===== src/rtl/stk_pkg.sv =====
package stk_pkg;
  localparam int OP_W = 4;

  typedef enum logic [OP_W-1:0] {
    OP_NOP   = 4'd0,
    OP_PUSH  = 4'd1,
    OP_PULL  = 4'd2,
    OP_CALL  = 4'd3,
    OP_RET   = 4'd4,
    OP_LDSP  = 4'd5,
    OP_INCSP = 4'd6,
    OP_DECSP = 4'd7,
    OP_SP2X  = 4'd8,
    OP_X2SP  = 4'd9,
    OP_STSP  = 4'd10
  } stk_op_e;

  typedef enum logic [1:0] {
    ST_IDLE  = 2'd0,
    ST_BYTE0 = 2'd1,
    ST_BYTE1 = 2'd2,
    ST_DONE  = 2'd3
  } stk_st_e;

  function automatic logic op_known(logic [OP_W-1:0] c);
    return (c >= 4'd1) && (c <= 4'd10);
  endfunction

  function automatic logic op_mem(stk_op_e o);
    return o inside {OP_PUSH, OP_PULL, OP_CALL, OP_RET, OP_STSP};
  endfunction

  function automatic logic op_two(stk_op_e o);
    return o inside {OP_CALL, OP_RET, OP_STSP};
  endfunction
endpackage


===== src/rtl/stk_ctrl.sv =====
module stk_ctrl
  import stk_pkg::*;
(
  input  logic            clk_i,
  input  logic            rst_ni,
  input  logic            cmd_valid_i,
  input  logic [OP_W-1:0] cmd_op_i,
  input  logic            mem_rdy_i,
  output stk_st_e         state_o,
  output stk_op_e         op_o,
  output logic            accept_o,
  output logic            fire_o,
  output logic            busy_o,
  output logic            done_o,
  output logic            mem_req_o
);
  stk_st_e state_q, state_d;
  stk_op_e op_q;
  stk_op_e cmd_op;

  assign cmd_op    = stk_op_e'(cmd_op_i);
  assign accept_o  = (state_q == ST_IDLE) && cmd_valid_i && op_known(cmd_op_i);
  assign mem_req_o = (state_q == ST_BYTE0) || (state_q == ST_BYTE1);
  assign fire_o    = mem_req_o && mem_rdy_i;
  assign busy_o    = (state_q != ST_IDLE);
  assign done_o    = (state_q == ST_DONE);
  assign state_o   = state_q;
  assign op_o      = op_q;

  always_comb begin
    state_d = state_q;
    unique case (state_q)
      ST_IDLE:  if (accept_o) state_d = op_mem(cmd_op) ? ST_BYTE0 : ST_DONE;
      ST_BYTE0: if (fire_o) state_d = op_two(op_q) ? ST_BYTE1 : ST_DONE;
      ST_BYTE1: if (fire_o) state_d = ST_DONE;
      ST_DONE:  state_d = ST_IDLE;
      default:  state_d = ST_IDLE;
    endcase
  end

  always_ff @(posedge clk_i or negedge rst_ni) begin
    if (!rst_ni) begin
      state_q <= ST_IDLE;
      op_q    <= OP_NOP;
    end else begin
      state_q <= state_d;
      if (accept_o) op_q <= cmd_op;
    end
  end


  done_pulse_chk: assert property (@(posedge clk_i) disable iff (!rst_ni)
    done_o |=> !done_o && !busy_o);


  accept_busy_chk: assert property (@(posedge clk_i) disable iff (!rst_ni)
    accept_o |=> busy_o);
endmodule


===== src/rtl/stk_regs.sv =====
module stk_regs
  import stk_pkg::*;
#(
  parameter int DATA_W = 8,
  parameter int ADDR_W = 16,
  parameter logic [ADDR_W-1:0] SP_RST = '0
) (
  input  logic              clk_i,
  input  logic              rst_ni,
  input  logic              accept_i,
  input  logic [OP_W-1:0]   cmd_op_i,
  input  logic [DATA_W-1:0] cmd_byte_i,
  input  logic [ADDR_W-1:0] cmd_addr_i,
  input  logic [ADDR_W-1:0] cmd_link_i,
  input  logic [ADDR_W-1:0] x_i,
  input  logic              fire_i,
  input  logic              busy_i,
  input  stk_st_e           state_i,
  input  stk_op_e           op_i,
  input  logic [DATA_W-1:0] rdata_i,
  output logic [ADDR_W-1:0] sp_o,
  output logic [ADDR_W-1:0] pc_o,
  output logic [ADDR_W-1:0] x_o,
  output logic [DATA_W-1:0] acc_o,
  output logic [DATA_W-1:0] byte_o,
  output logic [ADDR_W-1:0] opnd_o,
  output logic [ADDR_W-1:0] link_o
);
  localparam logic [ADDR_W-1:0] ONE = ADDR_W'(1);

  logic [ADDR_W-1:0] sp_q, pc_q, x_q, opnd_q, link_q;
  logic [DATA_W-1:0] acc_q, byte_q, hold_q;
  stk_op_e cmd_op;
  logic    last_beat;

  assign cmd_op    = stk_op_e'(cmd_op_i);
  assign last_beat = (state_i == ST_BYTE1);

  always_ff @(posedge clk_i or negedge rst_ni) begin
    if (!rst_ni) begin
      sp_q   <= SP_RST;
      pc_q   <= '0;
      x_q    <= '0;
      opnd_q <= '0;
      link_q <= '0;
      acc_q  <= '0;
      byte_q <= '0;
      hold_q <= '0;
    end else if (accept_i) begin
      opnd_q <= cmd_addr_i;
      link_q <= cmd_link_i;
      byte_q <= cmd_byte_i;
      unique case (cmd_op)
        OP_LDSP:  sp_q <= cmd_addr_i;
        OP_INCSP: sp_q <= sp_q + ONE;
        OP_DECSP: sp_q <= sp_q - ONE;
        OP_SP2X:  x_q  <= sp_q + ONE;
        OP_X2SP:  sp_q <= x_i - ONE;
        default:  ;
      endcase
    end else if (fire_i) begin
      unique case (op_i)
        OP_PUSH: sp_q <= sp_q - ONE;
        OP_PULL: begin
          sp_q  <= sp_q + ONE;
          acc_q <= rdata_i;
        end
        OP_CALL: begin
          sp_q <= sp_q - ONE;
          if (last_beat) pc_q <= opnd_q;
        end
        OP_RET: begin
          sp_q <= sp_q + ONE;
          if (last_beat) pc_q <= {hold_q, rdata_i};
          else           hold_q <= rdata_i;
        end
        default: ;
      endcase
    end
  end

  assign sp_o   = sp_q;
  assign pc_o   = pc_q;
  assign x_o    = x_q;
  assign acc_o  = acc_q;
  assign byte_o = byte_q;
  assign opnd_o = opnd_q;
  assign link_o = link_q;


  busy_hold_chk: assert property (@(posedge clk_i) disable iff (!rst_ni)
    (busy_i && !fire_i) |=> $stable(sp_q) && $stable(pc_q) && $stable(x_q));


  push_dec_chk: assert property (@(posedge clk_i) disable iff (!rst_ni)
    (fire_i && op_i == OP_PUSH) |=> sp_q == $past(sp_q) - ONE);


  sp2x_chk: assert property (@(posedge clk_i) disable iff (!rst_ni)
    (accept_i && cmd_op_i == 4'd8) |=> x_q == $past(sp_q) + ONE);


  ret_pc_chk: assert property (@(posedge clk_i) disable iff (!rst_ni)
    (fire_i && op_i == OP_RET && state_i == ST_BYTE1)
      |=> pc_q == {$past(hold_q), $past(rdata_i)});
endmodule


===== src/rtl/stk_bus.sv =====
module stk_bus
  import stk_pkg::*;
#(
  parameter int DATA_W = 8,
  parameter int ADDR_W = 16
) (
  input  logic              clk_i,
  input  logic              rst_ni,
  input  stk_st_e           state_i,
  input  stk_op_e           op_i,
  input  logic [ADDR_W-1:0] sp_i,
  input  logic [ADDR_W-1:0] opnd_i,
  input  logic [ADDR_W-1:0] link_i,
  input  logic [DATA_W-1:0] byte_i,
  input  logic              req_i,
  input  logic              rdy_i,
  output logic [ADDR_W-1:0] addr_o,
  output logic              we_o,
  output logic [DATA_W-1:0] wdata_o
);
  localparam logic [ADDR_W-1:0] ONE = ADDR_W'(1);

  logic second;
  assign second = (state_i == ST_BYTE1);

  always_comb begin
    addr_o  = sp_i;
    we_o    = 1'b0;
    wdata_o = '0;
    unique case (op_i)
      OP_PUSH: begin
        we_o    = req_i;
        wdata_o = byte_i;
      end
      OP_PULL, OP_RET: addr_o = sp_i + ONE;
      OP_CALL: begin
        we_o    = req_i;
        wdata_o = second ? link_i[ADDR_W-1:DATA_W] : link_i[DATA_W-1:0];
      end
      OP_STSP: begin
        addr_o  = second ? opnd_i + ONE : opnd_i;
        we_o    = req_i;
        wdata_o = second ? sp_i[DATA_W-1:0] : sp_i[ADDR_W-1:DATA_W];
      end
      default: ;
    endcase
  end


  req_hold_chk: assert property (@(posedge clk_i) disable iff (!rst_ni)
    (req_i && !rdy_i) |=> req_i && $stable(addr_o) && $stable(we_o) && $stable(wdata_o));
endmodule


===== src/rtl/stack_sub_unit.sv =====
module stack_sub_unit
  import stk_pkg::*;
#(
  parameter int DATA_W = 8,
  parameter int ADDR_W = 2 * DATA_W
) (
  input  logic              clk_i,
  input  logic              rst_ni,
  input  logic              cmd_valid_i,
  input  logic [OP_W-1:0]   cmd_op_i,
  input  logic [DATA_W-1:0] cmd_byte_i,
  input  logic [ADDR_W-1:0] cmd_addr_i,
  input  logic [ADDR_W-1:0] cmd_link_i,
  input  logic [ADDR_W-1:0] x_i,
  output logic              mem_req_o,
  output logic [ADDR_W-1:0] mem_addr_o,
  output logic              mem_we_o,
  output logic [DATA_W-1:0] mem_wdata_o,
  input  logic [DATA_W-1:0] mem_rdata_i,
  input  logic              mem_rdy_i,
  output logic              busy_o,
  output logic              done_o,
  output logic [ADDR_W-1:0] sp_o,
  output logic [ADDR_W-1:0] pc_o,
  output logic [ADDR_W-1:0] x_o,
  output logic [DATA_W-1:0] acc_o
);
  stk_st_e           state;
  stk_op_e           op_q;
  logic              accept, fire;
  logic [DATA_W-1:0] byte_q;
  logic [ADDR_W-1:0] opnd_q, link_q;

  stk_ctrl u_ctrl (
    .clk_i       (clk_i),
    .rst_ni      (rst_ni),
    .cmd_valid_i (cmd_valid_i),
    .cmd_op_i    (cmd_op_i),
    .mem_rdy_i   (mem_rdy_i),
    .state_o     (state),
    .op_o        (op_q),
    .accept_o    (accept),
    .fire_o      (fire),
    .busy_o      (busy_o),
    .done_o      (done_o),
    .mem_req_o   (mem_req_o)
  );

  stk_regs #(.DATA_W(DATA_W), .ADDR_W(ADDR_W)) u_regs (
    .clk_i      (clk_i),
    .rst_ni     (rst_ni),
    .accept_i   (accept),
    .cmd_op_i   (cmd_op_i),
    .cmd_byte_i (cmd_byte_i),
    .cmd_addr_i (cmd_addr_i),
    .cmd_link_i (cmd_link_i),
    .x_i        (x_i),
    .fire_i     (fire),
    .busy_i     (busy_o),
    .state_i    (state),
    .op_i       (op_q),
    .rdata_i    (mem_rdata_i),
    .sp_o       (sp_o),
    .pc_o       (pc_o),
    .x_o        (x_o),
    .acc_o      (acc_o),
    .byte_o     (byte_q),
    .opnd_o     (opnd_q),
    .link_o     (link_q)
  );

  stk_bus #(.DATA_W(DATA_W), .ADDR_W(ADDR_W)) u_bus (
    .clk_i   (clk_i),
    .rst_ni  (rst_ni),
    .state_i (state),
    .op_i    (op_q),
    .sp_i    (sp_o),
    .opnd_i  (opnd_q),
    .link_i  (link_q),
    .byte_i  (byte_q),
    .req_i   (mem_req_o),
    .rdy_i   (mem_rdy_i),
    .addr_o  (mem_addr_o),
    .we_o    (mem_we_o),
    .wdata_o (mem_wdata_o)
  );
endmodule


===== config.mk =====
export PLATFORM = sky130hd
export DESIGN_NAME = stack_sub_unit
export DESIGN_NICKNAME = d
export VERILOG_FILES = /design/src/rtl/stk_pkg.sv /design/src/rtl/stk_ctrl.sv /design/src/rtl/stk_regs.sv /design/src/rtl/stk_bus.sv /design/src/rtl/stack_sub_unit.sv
export SDC_FILE = /design/constraint.sdc
export NUM_CORES = 1
export LEC_CHECK = 0
export ABC_AREA = 1
export BUFFER_PORTS_ARGS = -buffer_cell sky130_fd_sc_hd__buf_2
export CORE_ASPECT_RATIO = 0.75
export CORE_MARGIN = 2
export CORE_UTILIZATION = 30
export DETAILED_ROUTE_END_ITERATION = 8
export GPL_ROUTABILITY_DRIVEN = 0
export PLACE_DENSITY_LB_ADDON = 0.05
export SYNTH_ARGS = -nofsm -noshare
export SYNTH_HDL_FRONTEND = slang
export SYNTH_SLANG_ARGS = --single-unit

===== constraint.sdc =====
create_clock -name clk_i -period 3.5 [get_ports clk_i]
set_input_delay 0.7 -clock clk_i [delete_from_list [all_inputs] [get_ports clk_i]]
set_output_delay 0.7 -clock clk_i [all_outputs]
set_load 0.005 [all_outputs]

# [Yosys cells after proc, flatten, opt, wreduce, memory -nomap -nowiden]
# Cells that the tools add are included.
[totals] input_bits=72 out_inout_bits=84 reg_bits=110
[classes] reduce_logical=21 n_eq_ne=24 n_addsub=4 n_lt_le_gt_ge=2 bitwise_logic=2 n_mux=19
[ops] operator="16-bit case mux with 2 select lines" count=3
[ops] operator="16-bit 2-to-1 mux" count=5
[ops] operator="16-bit case mux with 4 select lines" count=1
[ops] operator="16-bit by 1-bit adder with 16-bit output, second input constant" count=2
[ops] operator="16-bit by 1-bit subtractor with 16-bit output, second input constant" count=2
[ops] operator="8-bit case mux with 3 select lines" count=1
[ops] operator="4-bit by 3-bit == test with 1-bit output, second input constant" count=5
[ops] operator="4-bit by 2-bit == test with 1-bit output, second input constant" count=4
[ops] operator="4-bit == test, second input constant" count=4
[ops] operator="8-bit 2-to-1 mux" count=2
[ops] operator="3-bit AND reduction" count=3
[ops] operator="4-bit by 1-bit == test with 1-bit output, second input constant" count=2
[ops] operator="2-bit 2-to-1 mux" count=4
[ops] operator="2-bit case mux with 4 select lines" count=1
[ops] operator="2-bit inequality test, second input constant" count=3
[ops] operator="2-bit nonzero test" count=3
[ops] operator="3-bit nonzero test" count=2
[ops] operator="5-bit by 1-bit inequality test with 1-bit output, second input constant" count=1
[ops] operator="5-bit AND reduction" count=1
[ops] operator="5-bit nonzero test" count=1
[ops] operator="2-bit == test, second input constant" count=2
[ops] operator="4-bit by 1-bit >= comparator with 1-bit output, second input constant" count=1
[ops] operator="4-bit less-or-equal comparator, second input constant" count=1
[ops] operator="1-bit logical AND" count=4
[ops] operator="other kinds (10)" count=14

# [Logic depth before layout (Yosys ltp)]
[logic_depth] word_depth=5 mapped_depth=13 mapped_depth_nobuf=13

# [Cells and area by module]
# Synthesis repeated with hierarchy kept, for this count alone.
[hier_totals] hier_cells=1230 hier_area_um2=8005.2
[modules_own_cells] module="stk_regs" instances=1 seq_area_each_um2=2602.5 area_per_inst_um2=6104.6 cells_each=857
[modules_own_cells] module="stk_bus" instances=1 seq_area_each_um2=0.0 area_per_inst_um2=1423.9 cells_each=307
[modules_own_cells] module="stk_ctrl" instances=1 seq_area_each_um2=150.1 area_per_inst_um2=476.7 cells_each=66

# [Worst setup path after synthesis]
# Ideal clock, no wire load.
[synth_timing] path_type="reg-to-output" startpoint="register u_ctrl.state_q[0], in the netlist u_ctrl.state_o[0]" endpoint="output mem_addr_o[10]" n_path_buf=1 arrival_ps=1770 stages_incl_launch_ff=12 slack_ps=1030 path_cell_list="dfrtp_1 inv_1 ha_1 buf_4 nand3_1 nor2_1 nand3_1 nor2_2 nand2_1 o21ai_0 o211ai_1 nand3_1"
[synth_between] elab_chain_cells=3
[synth_rtl] item="start, declared" line="stk_ctrl.sv:17" text="stk_st_e state_q, state_d;"
[synth_rtl] item="start signal, assigned" line="stk_ctrl.sv:46" text="state_q <= state_d;"
[synth_rtl] item="2-bit == test" line="stk_bus.sv:24" text="assign second = (state_i == ST_BYTE1);"
[synth_rtl] item="16-bit 2-to-1 mux" line="stk_bus.sv:41" text="addr_o = second ? opnd_i + ONE : opnd_i;"
[synth_rtl] item="16-bit case mux with 2 select lines" line="stk_bus.sv:30" text="unique case (op_i)"
[synth_rtl] item="end, declared" line="stack_sub_unit.sv:16" text="output logic [ADDR_W-1:0] mem_addr_o,"
# No other way between the ends.

# [Worst setup path after layout]
[layout_timing] startpoint="register u_ctrl.state_q[0], in the netlist u_ctrl.state_o[0]" endpoint="output mem_addr_o[1]"
# Same word-level chain as after synthesis.

==> results by group <==
Power
  • Pwr per Cell Area: about 800 nW/µm²
  • Worst VDD drop: between 0.2 and 0.3 mV
  • LEAKAGE: 0.00441 µW

Synthesis
  • Area share of the largest cell type after synthesis: 0.382
  • Synth cell types: 40
  • Syn Area/Cell: 6.74 µm²
  • Area leader, netlist: dfrtp_1
  • Mapped Nets: around 1200
  • Sequential area share after synthesis: 0.382
  • Async S/R FF share, synth: 1.00
  • Area of the mapped netlist: 7210 µm²
  • YS warnings: 0
  • Yosys reg bits: 110
  • Mapped Cells: 1070
  • Number of flops mapped to enable cells by yosys: 0
  • Most used flip-flop cell after synthesis: dfrtp_1
  • Synth top area cells: dfrtp_1 (38%), nand2_1 (21%), nand3_1 (6.5%), nor2_1 (4.9%), inv_1 (4.5%)

Timing
  • Clk_skew: 14.1 ps
  • Setup TNS: 0 ps
  • Slew HR: 0.450
  • Shortest period the worst path allows: 3270 ps
  • Peak Freq: 305 MHz
  • Period utilization: 0.935
  • # setup viols final: 0
  • Post-route setup slack: 226 ps
  • Hold Fails Final Rpt: 0
  • Pins Over Slew Limit: 0
  • Worst-Margin Slew: around 820 ps

Setup path
  • Crit-path max FO: 27
  • Crit-path slowest cell: o311ai_0
  • CP endpoint kind: primary output
  • CP startpoint kind: flip-flop
  • Worst EP arrival: ~2600 ps
  • WS Path Type: flip-flop to primary output
  • Worst EP required: 2800 ps
  • Crit-path cells: inv_1 > ha_1 > buf_4 > inv_1 > nor2_1 > o311ai_0 > buf_2
  • Crit path top cell by count: inv_1
  • Slowest stage delay, CP: 610 ps

Placement
  • IO Port Bufs: 155
  • HPWL reported at the end of detailed placement: between 20 and 25 mm
  • Worst slack, placed: 490 ps
  • DP Area: roughly 8300 µm²
  • Dpl cells: 1500

Layout
  • Layout cells sized above 1: 0.186
  • Non-Filler Instances: 1517
  • Fillers: 2654
  • Count of nets after finishing: roughly 1300
  • N_diodes: 0
  • Area Overhead vs Synth: 19.4%
  • Final core utilization: 0.362
  • Post-route design area: 8600 µm²

Drt
  • Starting DRT DRC Count: around 580
  • Vias/cell: 4.95
  • Vias: 7505
  • Total Wirelength: 29.0 mm
  • Drt wl/cell: approximately 19 µm
  • Remaining DRCs: 0
  • Routed Antenna Nets: 0
  • DR pass1 iterations: 5

Floorplan
  • Die Wd: ~180 µm
  • Starting density of the core: 0.303
  • Die ar.: 25300 µm²
  • Area of the core: 23800 µm²
  • Top Ports: around 160
  • Die Ht: 138 µm
  • Row cnt: 49

Clocking
  • CTS tree: yes
  • Worst-Skew Late Latency: 370 ps
  • CTS Buffer Depth: 2
  • Cts bufs inserted: 9
  • CTS sink cnt: 110
  • Clock root cell: clkbuf_16
  • Clock transition time at the flip-flop clock pins of the worst setup and hold paths: 90 ps
  • H-tree depth: 3

Global routing
  • First-pass GRT wire length: 43.8 mm
  • Initial antenna violation count: 0
  • Largest net degree at the start of global routing: 67
  • Total GRT Usage: 0.229
  • Vias in the first global route: 7063
  • Grt ovf: 0

Outcome
  • Outcome: finished, final reports clean

Flow run
  • Max Cap Violations: 0

Worst hold path
  • Hold crit path type: input port to asynchronous set/reset pin
critical path: cells and delay by family, from the launching register on:
family / cells / cell delay, ps
and+or+nand+nor: 1 / 70
buffers and inverters: 4 / 880
adders and majority gates: 1 / 250
DFF: 1 / 390
AOI/OAI and AO/OA: 1 / 610
per-stage QoR:
stage,power [µW],hold slack (ps)
after detailed placement,5780,460
after global routing,7440,323
after global placement,5800,461
after floorplan,4300,404
after CTS,6930,308
final,6910,301
cell type report:
cell class / count / area [µm²] / area share
multi-input cells: 818 / 3880 / 0.451
flip-flops and latches: 110 / 2750 / 0.320
repair buffers: 171 / 911 / 0.106
well taps: 306 / 383 / 0.0445
inverters: 96 / 360 / 0.0419
clock buffers: 9 / 225 / 0.0262
clock inverters: 7 / 91.3 / 0.0106
per-layer routing:
metal	share of wire	track usage
met5	0	0
met4	0.014	0.0522
met3	0.077	0.0595
met1	0.51	0.360
met2	0.40	0.307
cells in the mapped netlist, types with 7 or more instances:
library cell / instances
o211ai_1: 9
dfrtp_1: 110
ha_1: 9
xor2_1: 13
nand2_1: 408
a21oi_1: 27
nor3_1: 7
inv_1: 86
inv_2: 10
a221o_1: 7
o21ai_1: 7
nand4_1: 19
nor2_1: 95
nand3_1: 93
clkbuf_1: 19
a31oi_1: 19
o21ai_0: 48
o21a_1: 10
buf_2: 21
flip-flops by register name, indices dropped and copies added (netlist names), 4 cells and up:
name / flops
u_regs.link_o: 16
u_regs.opnd_o: 16
u_regs.pc_o: 16
u_regs.sp_o: 16
u_regs.x_o: 16
u_regs.acc_o: 8
u_regs.byte_o: 8
u_regs.hold_q: 8
u_ctrl.op_o: 4
path summary, 6_finish.rpt:
kind / start / end / slack, ps / cells after the start
worst max-delay path: u_ctrl.state_o[0] / mem_addr_o[1] / 230 / 7
worst min-delay path: rst_ni / u_regs.x_o[15] / 300 / 1
worst max register to register: u_ctrl.op_o[0] / u_regs.sp_o[6] / 1070 / 12
worst min register to register: u_regs.x_o[4] / u_regs.x_o[4] / 480 / 2
max in group asynchronous: rst_ni / u_regs.link_o[1] / 2480 / 2
min in group clk_i: u_regs.x_o[4] / u_regs.x_o[4] / 480 / 2
cell usage in the layout, fill, tap and decap left out, types with 2 or more instances in the layout:
| cell | count |
|---|---|
| buf_4 | 16 |
| inv_1 | 86 |
| a21o_1 | 3 |
| nand3_2 | 3 |
| o21ai_0 | 47 |
| a21oi_1 | 27 |
| nand2_2 | 5 |
| inv_6 | 2 |
| dfrtp_1 | 110 |
| nor2_2 | 7 |
| nor3_1 | 7 |
| ha_1 | 9 |
| buf_2 | 154 |
| o22ai_1 | 5 |
| a31oi_1 | 19 |
| nor2_1 | 93 |
| inv_2 | 10 |
| o221ai_1 | 4 |
| nor2_4 | 5 |
| a22oi_1 | 3 |
| clkbuf_16 | 9 |
| or2_2 | 3 |
| clkinv_8 | 3 |
| nand3_1 | 93 |
| xor2_1 | 13 |
| nand2_1 | 408 |
| o21ai_1 | 8 |
| o311ai_0 | 2 |
| nand4_1 | 19 |
| a221o_1 | 7 |
| o211ai_1 | 9 |
| o21a_1 | 10 |
kinds of logic (layout without fill, tap and decap cells):
family / after synthesis / count (layout) / share of synthesized area
xor+xnor: 14 / 14 / 0.0170
buf+inv: 142 / 283 / 0.0812
simple gates: 648 / 648 / 0.380
flops: 110 / 110 / 0.382
compound gates: 147 / 147 / 0.124
fa+ha+maj: 9 / 9 / 0.0156
timing repair:
item	in CTS	in global routing
hold buffers	0	0
buffers inserted	0	1
resized for setup	0	4
setup endpoints to repair	0	5
where the power goes:
| part | internal, µW | switching, µW | total (µW) |
|---|---|---|---|
| clock network | 521 | 607 | 1130 |
| registers | 1790 | 578 | 2370 |
| logic | 1200 | 2210 | 3410 |
| total | 3520 | 3390 | 6910 |
Note: power is estimated with default switching activity, not from simulation.
